[config.mk]
export PLATFORM = sky130hd
export DESIGN_NAME = clkstop_ctrl
export DESIGN_NICKNAME = d
export VERILOG_FILES = /design/src/rtl/clkstop_pkg.sv /design/src/rtl/clkstop_sync.sv /design/src/rtl/clkstop_relock_timer.sv /design/src/rtl/clkstop_fsm.sv /design/src/rtl/clkstop_ctrl.sv
export SDC_FILE = /design/constraint.sdc
export NUM_CORES = 1
export LEC_CHECK = 0
export BUFFER_PORTS_ARGS = -buffer_cell sky130_fd_sc_hd__buf_2
export CORE_MARGIN = 2
export CORE_UTILIZATION = 46
export DETAILED_ROUTE_END_ITERATION = 7
export PLACE_DENSITY = 0.68
export RECOVER_POWER = 50
export SLEW_MARGIN = 20
export SYNTH_ARGS = -nofsm -noshare
export SYNTH_HDL_FRONTEND = slang
export SYNTH_HIERARCHICAL = 1
export SYNTH_SLANG_ARGS = --single-unit
[constraint.sdc]
create_clock -name ref_clk -period 1.9 [get_ports ref_clk]
set_clock_uncertainty 0.1 [all_clocks]
set_input_delay 0.285 -clock ref_clk [delete_from_list [all_inputs] [get_ports ref_clk]]
set_output_delay 0.285 -clock ref_clk [all_outputs]
set_load 0.03 [all_outputs]
[src/rtl/clkstop_pkg.sv]
package clkstop_pkg;

  typedef enum logic [2:0] {
    PM_RUN         = 3'd0,
    PM_GRANT_CYCLE = 3'd1,
    PM_STOP_GRANT  = 3'd2,
    PM_STOP_CLOCK  = 3'd3,
    PM_RELOCK      = 3'd4
  } pm_state_e;

endpackage

[src/rtl/clkstop_sync.sv]
module clkstop_sync #(
  parameter int  STAGES  = 2,
  parameter bit  RST_VAL = 1'b1
) (
  input  logic clk,
  input  logic rst_n,
  input  logic d_async,
  output logic q_sync
);

  localparam int LAST = STAGES - 1;

  logic [LAST:0] chain_q;
  logic [LAST:0] chain_d;

  generate
    if (STAGES == 1) begin : g_single
      always_comb chain_d = d_async;
    end else begin : g_multi
      always_comb chain_d = {chain_q[LAST-1:0], d_async};
    end
  endgenerate

  always_ff @(posedge clk or negedge rst_n) begin
    if (!rst_n) chain_q <= {STAGES{RST_VAL}};
    else        chain_q <= chain_d;
  end

  assign q_sync = chain_q[LAST];

endmodule

[src/rtl/clkstop_relock_timer.sv]
module clkstop_relock_timer #(
  parameter int RELOCK_CYCLES = 100000
) (
  input  logic clk,
  input  logic rst_n,
  input  logic run_en,
  input  logic alive,
  output logic expired
);

  localparam int                CNT_W = (RELOCK_CYCLES > 1) ? $clog2(RELOCK_CYCLES) : 1;
  localparam logic [CNT_W-1:0]  LAST  = CNT_W'(RELOCK_CYCLES - 1);

  logic [CNT_W-1:0] cnt_q;
  logic [CNT_W-1:0] cnt_d;
  logic             cnt_en;

  assign expired = run_en && alive && (cnt_q == LAST);

  always_comb begin
    cnt_en = 1'b0;
    cnt_d  = cnt_q;
    if (!run_en || !alive || expired) begin
      cnt_en = (cnt_q != '0);
      cnt_d  = '0;
    end else begin
      cnt_en = 1'b1;
      cnt_d  = cnt_q + 1'b1;
    end
  end

  always_ff @(posedge clk or negedge rst_n) begin
    if (!rst_n)      cnt_q <= '0;
    else if (cnt_en) cnt_q <= cnt_d;
  end

  assert_restart_on_loss_R10: assert property (@(posedge clk) disable iff (!rst_n)
    (run_en && !alive) |=> (cnt_q == '0));

  assert_count_steps_R9: assert property (@(posedge clk) disable iff (!rst_n)
    (run_en && alive && !expired) |=> (cnt_q == CNT_W'($past(cnt_q) + 1'b1)));

endmodule

[src/rtl/clkstop_fsm.sv]
module clkstop_fsm
  import clkstop_pkg::*;
(
  input  logic      clk,
  input  logic      rst_n,
  input  logic      req_act,
  input  logic      alive,
  input  logic      cyc_done,
  input  logic      relock_done,
  output pm_state_e state,
  output logic      relock_run,
  output logic      cyc_req,
  output logic      clk_en
);

  pm_state_e state_q;
  pm_state_e state_d;

  always_comb begin
    state_d = state_q;
    unique case (state_q)
      PM_RUN:         if (req_act)     state_d = PM_GRANT_CYCLE;
      PM_GRANT_CYCLE: if (cyc_done)    state_d = PM_STOP_GRANT;
      PM_STOP_GRANT: begin
        if (!alive)        state_d = PM_STOP_CLOCK;
        else if (!req_act) state_d = PM_RUN;
      end
      PM_STOP_CLOCK:  if (alive)       state_d = PM_RELOCK;
      PM_RELOCK:      if (relock_done) state_d = PM_STOP_GRANT;
      default:                         state_d = PM_RUN;
    endcase
  end

  always_ff @(posedge clk or negedge rst_n) begin
    if (!rst_n) state_q <= PM_RUN;
    else        state_q <= state_d;
  end

  assign state      = state_q;
  assign relock_run = (state_q == PM_RELOCK);
  assign cyc_req    = (state_q == PM_GRANT_CYCLE);
  assign clk_en     = (state_q == PM_RUN) || (state_q == PM_GRANT_CYCLE);

  assert_legal_code_R1: assert property (@(posedge clk) disable iff (!rst_n)
    (state_q inside {PM_RUN, PM_GRANT_CYCLE, PM_STOP_GRANT, PM_STOP_CLOCK, PM_RELOCK}));

  assert_request_starts_R2: assert property (@(posedge clk) disable iff (!rst_n)
    (state_q == PM_RUN && req_act) |=> (state_q == PM_GRANT_CYCLE && cyc_req));

  assert_clk_en_rise_R3: assert property (@(posedge clk) disable iff (!rst_n)
    $rose(clk_en) |-> ($past(state_q) == PM_STOP_GRANT));

  assert_done_grants_R4: assert property (@(posedge clk) disable iff (!rst_n)
    (state_q == PM_GRANT_CYCLE && cyc_done) |=> (state_q == PM_STOP_GRANT && !clk_en));

  assert_cycle_held_R5: assert property (@(posedge clk) disable iff (!rst_n)
    (state_q == PM_GRANT_CYCLE && !cyc_done) |=> (state_q == PM_GRANT_CYCLE));

  assert_release_runs_R6: assert property (@(posedge clk) disable iff (!rst_n)
    (state_q == PM_STOP_GRANT && alive && !req_act) |=> (state_q == PM_RUN && clk_en));

  assert_loss_wins_R7: assert property (@(posedge clk) disable iff (!rst_n)
    (state_q == PM_STOP_GRANT && !alive) |=> (state_q == PM_STOP_CLOCK));

  assert_stop_clock_hold_R8: assert property (@(posedge clk) disable iff (!rst_n)
    (state_q == PM_STOP_CLOCK && !alive) |=> (state_q == PM_STOP_CLOCK));

  assert_done_ignored_R11: assert property (@(posedge clk) disable iff (!rst_n)
    (state_q == PM_RUN && !req_act && cyc_done) |=> (state_q == PM_RUN));

endmodule

[src/rtl/clkstop_ctrl.sv]
module clkstop_ctrl
  import clkstop_pkg::*;
#(
  parameter int SYNC_STAGES   = 2,
  parameter int RELOCK_CYCLES = 100000
) (
  input  logic       ref_clk,
  input  logic       rst_n,
  input  logic       stop_req_n,
  input  logic       cyc_done,
  input  logic       in_clk_alive,
  output logic       stop_cyc_req,
  output logic       core_clk_en,
  output logic [2:0] pm_state
);

  logic      req_n_s;
  logic      alive_s;
  logic      relock_run;
  logic      relock_done;
  pm_state_e state;

  clkstop_sync #(.STAGES(SYNC_STAGES), .RST_VAL(1'b1)) u_req_sync (
    .clk     (ref_clk),
    .rst_n   (rst_n),
    .d_async (stop_req_n),
    .q_sync  (req_n_s)
  );

  clkstop_sync #(.STAGES(SYNC_STAGES), .RST_VAL(1'b1)) u_alive_sync (
    .clk     (ref_clk),
    .rst_n   (rst_n),
    .d_async (in_clk_alive),
    .q_sync  (alive_s)
  );

  clkstop_relock_timer #(.RELOCK_CYCLES(RELOCK_CYCLES)) u_timer (
    .clk     (ref_clk),
    .rst_n   (rst_n),
    .run_en  (relock_run),
    .alive   (alive_s),
    .expired (relock_done)
  );

  clkstop_fsm u_fsm (
    .clk         (ref_clk),
    .rst_n       (rst_n),
    .req_act     (~req_n_s),
    .alive       (alive_s),
    .cyc_done    (cyc_done),
    .relock_done (relock_done),
    .state       (state),
    .relock_run  (relock_run),
    .cyc_req     (stop_cyc_req),
    .clk_en      (core_clk_en)
  );

  assign pm_state = state;

  assert_relock_exit_R9: assert property (@(posedge ref_clk) disable iff (!rst_n)
    (relock_done) |=> (pm_state == 3'd2));

endmodule

; Word-level counts from Yosys, hierarchy flattened
; Cells that the tools add are included.
; W data, S select, Z words.
[totals]
regBits = 24
input_bits = 5
output_inout_bits = 5
word_cells = 34
[classes]
addsub = 1
n_eq_ne = 10
muxes = 9
reduce_logical = 10
[op_table]
columns = cell, n
row1 = $mux W3, 6
row2 = $add A17 B1 Y17 const B, 1
row3 = $eq A17 B17 Y1 const B, 1
row4 = $mux W17, 1
row5 = $reduce_bool A17 Y1, 1
row6 = $pmux W3 S5, 1
row7 = $ne A2 B2 Y1 const B, 4
row8 = $eq A3 B2 Y1 const B, 2
row9 = $reduce_and A5 Y1, 1
row10 = $eq A3 B1 Y1 const B, 1
row11 = $eq A3 B3 Y1 const B, 1
row12 = $logic_not A3 Y1, 1
row13 = $logic_or A1 B1 Y1, 3
row14 = $ne A3 B3 Y1 const B, 1
row15 = $logic_and A1 B1 Y1, 2
row16 = $logic_not A1 Y1, 2
row17 = $mux W1, 1

; Depth between registers and ports, before layout
; Gate-level depths: netlist of run 1.
[depth]
word_depth = 5
ltp_mapped = 7
ltp_nobuf = 6

; Modules after synthesis
; Netlist of run 1, hierarchy kept.
[modules_own_cells]
columns = module, n_inst, cells_per_inst, area_per_inst_um2, seq_area_each_um2
row1 = clkstop_relock_timer, 1, 100, 938.4, 425.4
row2 = clkstop_fsm, 1, 21, 201.4, 75.1
row3 = clkstop_sync, 2, 2, 52.6, 52.6
row4 = clkstop_ctrl, 1, 1, 3.8, 0.0

; Worst setup path after synthesis of run 1
; Ideal clock, no wire load.
[synth_path]
path_kind = reg2out
startpoint = register u_fsm.state_q[1] (netlist: u_fsm/state[1])
endpoint = output port stop_cyc_req
t_arrival_ns = 1.416
required_time_ns = 1.515
path_slack_ns = 0.099
path_stages_with_launch = 3
n_path_buf = 0
path_cell_list = dfrtp_1 -> nor2_1 -> and2_1
[synth_between]
elab_chain_len = 1
[synth_rtl]
columns = element, line
row1 = from (decl), clkstop_fsm.sv:16  ; pm_state_e state_q;
row2 = from (signal assigned), clkstop_fsm.sv:36  ; else state_q <= state_d;
row3 = $eq A3 B1 Y1, clkstop_fsm.sv:41  ; assign cyc_req = (state_q == PM_GRANT_CYCLE);
row4 = to (decl), clkstop_ctrl.sv:12  ; output logic stop_cyc_req,
; No other way between the ends.

; Worst setup path in the final report of run 1
[layout_path]
startpoint = register u_timer.cnt_q[5]
endpoint = register u_timer.cnt_q[1]
[layout_between]
elab_chain_len = 4
elab_cells_between_ends = 6
classes_between = 1 x eq/ne / 2 x mux / 3 x reduce/logical
[layout_rtl]
columns = element, line
row1 = from (decl), clkstop_relock_timer.sv:14  ; logic [CNT_W-1:0] cnt_q;
row2 = from (signal assigned), clkstop_relock_timer.sv:34  ; else if (cnt_en) cnt_q <= cnt_d;
row3 = $eq A17 B17 Y1, clkstop_relock_timer.sv:18  ; assign expired = run_en && alive && (cnt_q == LAST);
row4 = $logic_and A1 B1 Y1, clkstop_relock_timer.sv:18
row5 = $logic_or A1 B1 Y1, clkstop_relock_timer.sv:23  ; if (!run_en || !alive || expired) begin
row6 = $mux W17 or $mux W1 (tied branches), clkstop_relock_timer.sv:23
; Several ways; a longest one is shown, not always the timed one.
; A chain may end at the register's enable or synchronous reset.

==> impl_results.md, run 1 <==
- CTS sink count: 24
- Fin cells: 176
- Main area contributors after synthesis: dfrtp_1 (40%), dfstp_2 (8.4%), xor2_1 (4.9%)
- Crit-path cells: nor4_1 -> nand2_1 -> or4_1 -> o21ai_1
- RSZ-0062 raised after global routing: no
- Sw Share: 35.5%
- Req. time, crit path: 2.06 ns
- Inserted Clock Buffers: 3
- Die X: 56.1 µm
- Vias in the first global route: 932
- Leak Pwr: 0.578 nW
- Synth Net Count: 133
- Final WS setup: 0.0765 ns
- Pwr dens: 870 nW/µm²
- Yosys Warn Count: 6
- Share of cells above drive strength 1: 23.3%
- # H-tree levels: 1
- Yosys reg bits: 24
- # setup viols final: 0
- Combinational fraction of design power: 28.9%
- Status: finished, final reports clean
- Hold WC Path Type: input pin to register
- Sequential cell area: 607 µm²
- Maximum capacitance violations: 0
- Mapped Avg Cell Area: 9.91 µm²
- Flop pwr share: 49.5%
- Via/cell ratio: 5.68
- Maximum root-to-sink buffer count: 2
- IO Port Bufs: 9
- Cell variety after synth: 37
- Layout net count: 154
- DP HPWL: 1.85 mm
- Pin slew with the least headroom to its limit: 0.575 ns
- Post-Syn Instances: 126
- Hold Fails Final Rpt: 0
- Setup CP Type: register to register
- Most numerous cell in the Yosys netlist: dfrtp_1
- Die H: 56.1 µm
- Synth cell count leaders: dfrtp_1 (20), nor2_1 (16), nand2_1 (9)
- CTS tree: built
- Fin crit share: 96.0%
- Fmax achieved: 548 MHz
- DRC errors left: 0
- Worst vdd ir: 0.000726 V
- IO Count: 10
- Post-synth EDFFs: 0
- Total grt overflow: 0
- Clock-pin slew on the worst setup and hold paths: 0.14 ns
- Ys flop type: dfrtp_1
- Antenna violations before repair: 0
- Seq/Total Area, Yosys: 48.5%
- TritonRoute pass-1 iters: 4
- Switching pwr: 0.443 mW
- Internal power: 0.805 mW
- First-pass GRT wire length: 4.28 mm
- Rel. slew slack: 61.7%
- Clk Tree Root Cell: clkbuf_4
- Worst skew pair latency: 0.32 ns
- Drt total wl: 2.52 mm
- Multi-input logic area: 599 µm²
- Critical path's top delay family: simple AND/OR/NAND/NOR gates
- CP arrival: 1.98 ns
- Clock power frac: 21.7%
- Ant diodes: 0
- DR iter-0 viols: 24
- Critical path capture point type: register
- Via Count: 999
- Worst path bufs/invs: 0
- Average wire per standard cell: 14.3 µm
- Dpl cells: 168
- Full die area: 3150 µm²
- Overall global routing resource usage: 17.0%
- Core area: 2520 µm²
- Layout area overhead: 14.8%
- Max stage delay cell, worst path: or4_1
- Async set or reset register ratio after synthesis: 100%
- RePlAce Congestion: 0.811
- Initial Utilization: 49.5%
- Max stage delay on crit path: 0.53 ns
- Setup TNS: 0 ns
- Largest net degree at the start of global routing: 25
- Mapped Area: 1250 µm²
- Period minus WS final: 1.82 ns
- Dpl ws: 0.0918 ns
- Row cnt: 18
- Startpoint types: register
- Top cell type's share of synthesized area: 40.1%
- Fin. max-slew vios: 0
- CP Max Fanout: 6
- Antenna viol nets, final: 0
- Area leader, netlist: dfrtp_1
- # fillers: 211
power by group through the flow:
stage / registers (mW) / logic (mW) / clock network (mW)
4_1_cts: 0.618 / 0.361 / 0.286
3_5_place_dp: 0.627 / 0.356 / 0
3_3_place_gp: 0.623 / 0.348 / 0
5_1_grt: 0.626 / 0.384 / 0.297
6_report: 0.618 / 0.360 / 0.270
2_1_floorplan: 0.656 / 0.235 / 0
through the flow:
stage          hold WS (ns)  util [%]  total power [mW]  cell area [µm²]
2_1_floorplan        -0.111         -             0.891             1250
3_3_place_gp          0.188      53.8             0.970             1360
3_5_place_dp          0.192      53.8             0.983             1360
4_1_cts               0.155      56.4              1.26             1420
5_1_grt               0.147      56.8              1.31             1430
6_report              0.157      56.8              1.25             1430
layer usage:
layer  part of all wire, %  global-route usage [%]
met3                   2.4                    4.19
met4                  0.75                    4.76
met1                    47                    22.6
met2                    50                    27.7
met5                     0                       0
area by class of cell:
class | count | area share, %
multi-input combinational | 93 | 41.8
tap | 30 | 2.62
timing repair buffer | 20 | 9.42
clock buffer | 4 | 2.53
sequential | 24 | 42.3
inverter | 5 | 1.31
placed cells by master (no fill, tap or decap), types with 2 or more instances in the layout:
| master | netlist | routed |
|---|---|---|
| ha_1 | 2 | 2 |
| dfstp_2 | 4 | 4 |
| buf_2 | 3 | 8 |
| dfrtp_1 | 20 | 19 |
| a21oi_1 | 3 | 3 |
| and2_1 | 2 | 2 |
| xor2_1 | 7 | 7 |
| nand4_1 | 4 | 4 |
| and4_1 | 3 | 3 |
| xnor2_1 | 5 | 5 |
| nor2_1 | 16 | 16 |
| buf_4 | 0 | 8 |
| or3_1 | 3 | 3 |
| dlygate4sd3_1 | 0 | 3 |
| nor3_1 | 3 | 3 |
| nor4_1 | 4 | 4 |
| clkbuf_4 | 0 | 3 |
| inv_1 | 5 | 5 |
| nand2_1 | 9 | 9 |
| or4_1 | 2 | 2 |
| o21ai_0 | 5 | 5 |
| nand3_1 | 7 | 7 |
| nor2b_1 | 2 | 2 |
kinds of logic after synthesis:
logic type	after synthesis	synth area share, %
buffers and inverters	9	3.61
AND/OR/NAND/NOR	65	30.5
AO/OA/AOI/OAI	14	7.01
adder cells (fa/ha/maj)	2	2.00
XOR/XNOR	12	8.42
flip-flops	24	48.5
state kept, by name, summed over array words and instances, names as in the netlist:
name                  flops
u_req_sync/chain_q        2
u_fsm/state               3
u_alive_sync/chain_q      2
u_timer/cnt_q            17
repair_timing:
item / 4_1_cts / 5_1_grt
hold buffers: 3 / 0
resized for setup: 0 / 2
setup buffers: 0 / 1
endpoints found under the setup margin: 0 / 4
endpoints found under the hold margin: 22 / 0
worst min-delay path, cell delays in order:
cell and delay [ns]:
buf_2 0.09, a32oi_1 0.09, nand3_1 0.08
worst paths after layout:
| check | start | endpoint | slack, ns | cells past startpoint |
|---|---|---|---|---|
| hold reg to reg | u_req_sync/chain_q[0] | u_req_sync/chain_q[1] | 0.27 | 0 |
| setup reg to reg | u_timer/cnt_q[5] | u_timer/cnt_q[1] | 0.08 | 4 |
| setup / recovery | u_timer/cnt_q[5] | u_timer/cnt_q[1] | 0.08 | 4 |
| max in group asynchronous | rst_n | u_timer/cnt_q[3] | 0.92 | 2 |
| min in group asynchronous | rst_n | u_timer/cnt_q[2] | 0.37 | 2 |
| hold / removal | cyc_done | u_fsm/state[1] | 0.16 | 3 |
Note: power is estimated with default switching activity, not from simulation.
==> run 2, diff against run 1 <==
- ABC_AREA: unset -> 1
- GPL_ROUTABILITY_DRIVEN: unset -> 0
- PLACE_DENSITY: 0.68 -> 0.7
==> impl_results.md, run 2 <==
- Status: finished, final reports clean
- Compound-Gate Fraction of Synth Area: 2.94% (-4.1 points)
- Post-Syn Instances: 200 (+59%)
- Worst skew pair latency: 0.32 ns (about the same)
- Flop pwr share: 40.8% (-8.7 points)
- Mapped Area: 1450 µm² (+16%)
- Biggest register: u_timer/cnt_q
- Core Util, Final: 54.6% (-2.3 points)
- Clock-pin slew on the worst setup and hold paths: 0.13 ns (about the same)
- Internal power: 0.961 mW (+19%)
- Mapped Avg Cell Area: 7.24 µm² (-27%)
- Full die area: 3610 µm² (+15%)
- Overall global routing resource usage: 17.9% (+0.87 points)
- Clk Tree Root Cell: clkbuf_4
- Combinational fraction of design power: 35.3% (+6.4 points)
- Share of cells above drive strength 1: 21.2% (-2.1 points)
- Critical path capture point type: output pin
- Row cnt: 20 (+2)
- Maximum root-to-sink buffer count: 2 (unchanged)
- Post-synth EDFFs: 0 (unchanged)
- Fin. max-slew vios: 0 (unchanged)
- Top cell type's share of synthesized area: 34.5% (-5.5 points)
- Post-synthesis adder-cell area fraction: 1.73% (-0.28 points)
- Startpoint types: register
- DRC errors left: 0 (unchanged)
- First-pass GRT wire length: 4.80 mm (+12%)
- Max stage delay cell, worst path: dfrtp_1
- Ys flop type: dfrtp_1
- Req. time, crit path: 1.51 ns (-0.55 ns)
- Largest register FFs: 17 (unchanged)
- Most numerous cell in the Yosys netlist: nand2_1
- Simple-Gate Fraction of Synth Area: 40.6% (+10 points)
- Rel. slew slack: 62.7% (+1.1 points)
- Core area: 3030 µm² (+20%)
- Mux share of post-synthesis cell area: 0% (unchanged)
- Commonest non-fill, non-tap cell in the layout: nand2_1
- Crit-path cells: nor2_2 -> nand2_1 -> inv_1 -> buf_2
- Largest family of logic cells by synthesized area: simple AND/OR/NAND/NOR gates
- Drt total wl: 2.75 mm (+9.2%)
- Die H: 60.1 µm (+7.2%)
- DR iter-0 viols: 44 (+83%)
- Area leader, netlist: dfrtp_1
- Total grt overflow: 0 (unchanged)
- Ant diodes: 0 (unchanged)
- CP arrival: 1.38 ns (-0.60 ns)
- Fin crit share: 93.0% (-3.0 points)
- Async set or reset register ratio after synthesis: 100% (unchanged)
- Setup CP Type: register to output pin
- Largest net degree at the start of global routing: 25 (unchanged)
- IO Count: 10 (unchanged)
- Layout area overhead: 14.1%
- Setup TNS: 0 ns (unchanged)
- Maximum capacitance violations: 0 (unchanged)
- Antenna viol nets, final: 0 (unchanged)
- Synth Net Count: 207 (+56%)
- # setup viols final: 0 (unchanged)
- CP Max Fanout: 7 (+1)
- Fmax achieved: 566 MHz (+3.2%)
- TritonRoute pass-1 iters: 4 (unchanged)
- Max stage delay on crit path: 0.51 ns (-0.02 ns)
- Sw Share: 38.3% (+2.9 points)
- Die X: 60.1 µm (+7.2%)
- Seq/Total Area, Yosys: 41.8% (-6.7 points)
- Worst vdd ir: 0.000520 V (-28%)
- Leak Pwr: 0.795 nW (+38%)
- Antenna violations before repair: 0 (unchanged)
- Inserted Clock Buffers: 3 (unchanged)
- Cell variety after synth: 23 (-38%)
- Initial Utilization: 47.9% (-1.7 points)
- Critical path's top delay family: flip-flops
- Vias in the first global route: 1090 (+17%)
- CTS tree: built
- Pin slew with the least headroom to its limit: 0.559 ns (-0.0161 ns)
- Period minus WS final: 1.77 ns (-0.0568 ns)
- Worst path bufs/invs: 2 (+2)
- Yosys Warn Count: 6 (unchanged)
- Clock power frac: 23.9% (+2.2 points)
- Layout net count: 225 (+46%)
- DP HPWL: 2.08 mm (+12%)
- Most frequent cells in the layout: nand2_1 (45), nor2_1 (35), inv_1 (29)
- Pwr dens: 943 nW/µm² (+8.4%)
- Post-Synth XOR/XNOR Area: 3.63% (-4.8 points)
- Hold WC Path Type: register to register
- Switching pwr: 0.598 mW (+35%)
- Main area contributors after synthesis: dfrtp_1 (35%), nand2_1 (12%), nor2_1 (9.1%)
- RSZ-0062 raised after global routing: no
- IO Port Bufs: 9 (unchanged)
- Synth cell count leaders: nand2_1 (45), nor2_1 (35), inv_1 (29)
- CTS sink count: 24 (unchanged)
- Via/cell ratio: 4.75 (-16%)
- Yosys reg bits: 24 (unchanged)
- Average wire per standard cell: 10.6 µm (-26%)
- Via Count: 1239 (+24%)
- Hold Fails Final Rpt: 0 (unchanged)
- # H-tree levels: 1 (unchanged)
## run 2: cell types whose count changed after synthesis, sizes merged, moves of 4 or more
cell,change
and4,-4
inv,+28
nand2,+44
nand3,+12
nor2,+27
nor4,-4
o21ai,-5
xnor2,-5
## run 2: cell type report
class | count | area, µm²
fill | 288 | 1380
inverter | 33 | 124
sequential | 24 | 606
clock inverter | 1 | 30.0
tap | 44 | 55.1
timing repair buffer | 14 | 90.1
multi-input combinational | 142 | 726
clock buffer | 3 | 22.5
## run 2: cell families (layout without fill, tap and decap cells)
logic type               count (synthesis)  count (layout)
AO/OA/AOI/OAI                            6               6
XOR/XNOR                                 6               6
adder cells (fa/ha/maj)                  2               2
buffers and inverters                   34              51
flip-flops                              24              24
AND/OR/NAND/NOR                        128             128
## run 2: worst register-to-register path, stage by stage, from the launching register on
cell and delay (ns):
dfrtp_1 0.46, ha_4 0.19, nand2_2 0.06, inv_2 0.06, nand2_2 0.07, nor2_2 0.09, nand2_2 0.07, nor2_1 0.09
inv_1 0.06, nand3_2 0.09, nand3_1 0.10, o21bai_1 0.14, nand2_1 0.06
## run 2: layer usage
metal | vias to the layer above | track usage, % | part of all wire [%]
li1 | 646 | - | -
met1 | 570 | 26.2 | 50
met2 | 18 | 26.1 | 44
met3 | 5 | 2.60 | 3.2
met4 | 0 | 7.94 | 2.0
met5 | - | 0 | 0
## run 2: worst paths after layout
path / to / slack (ns) / depth (start not counted) / startpoint
worst max-delay path: stop_cyc_req / 0.13 / 4 / u_fsm/state[2]
worst min-delay path: u_req_sync/chain_q[1] / 0.27 / 0 / u_req_sync/chain_q[0]
worst max register to register: u_fsm/state[0] / 0.18 / 12 / u_timer/cnt_q[1]
worst min register to register: u_req_sync/chain_q[1] / 0.27 / 0 / u_req_sync/chain_q[0]
max in group asynchronous: u_req_sync/chain_q[0] / 0.96 / 2 / rst_n
min in group asynchronous: u_timer/cnt_q[11] / 0.36 / 2 / rst_n
## run 2: per-stage QoR
| step | area (µm²) | setup WS [ns] | hold WS (ns) | std cells | power, mW |
|---|---|---|---|---|---|
| finish | 1650 | 0.133 | 0.265 | 261 | 1.56 |
| global route | 1650 | 0.00278 | 0.268 | 261 | 1.67 |
| CTS | 1620 | 0.0724 | 0.266 | 259 | 1.55 |
| detailed placement | 1540 | 0.0906 | 0.188 | 252 | 1.17 |
| global placement | 1540 | 0.168 | 0.187 | 252 | 1.17 |
| floorplan | 1450 | 0.228 | -0.111 | 200 | 1.05 |
## run 2: power by group through the flow
stage	Combinational, mW	Sequential [mW]	Clock (mW)
2_1_floorplan	0.365	0.681	0
4_1_cts	0.540	0.629	0.386
5_1_grt	0.627	0.641	0.406
6_report	0.551	0.636	0.373
3_3_place_gp	0.535	0.634	0
3_5_place_dp	0.533	0.638	0
## run 2: timing repair
action | in CTS | in global routing
hold buffers | 3 | 0
setup endpoints to repair | 0 | 3
setup buffers | 0 | 2
gates resized for setup | 0 | 3
endpoints found under the hold margin | 22 | 0
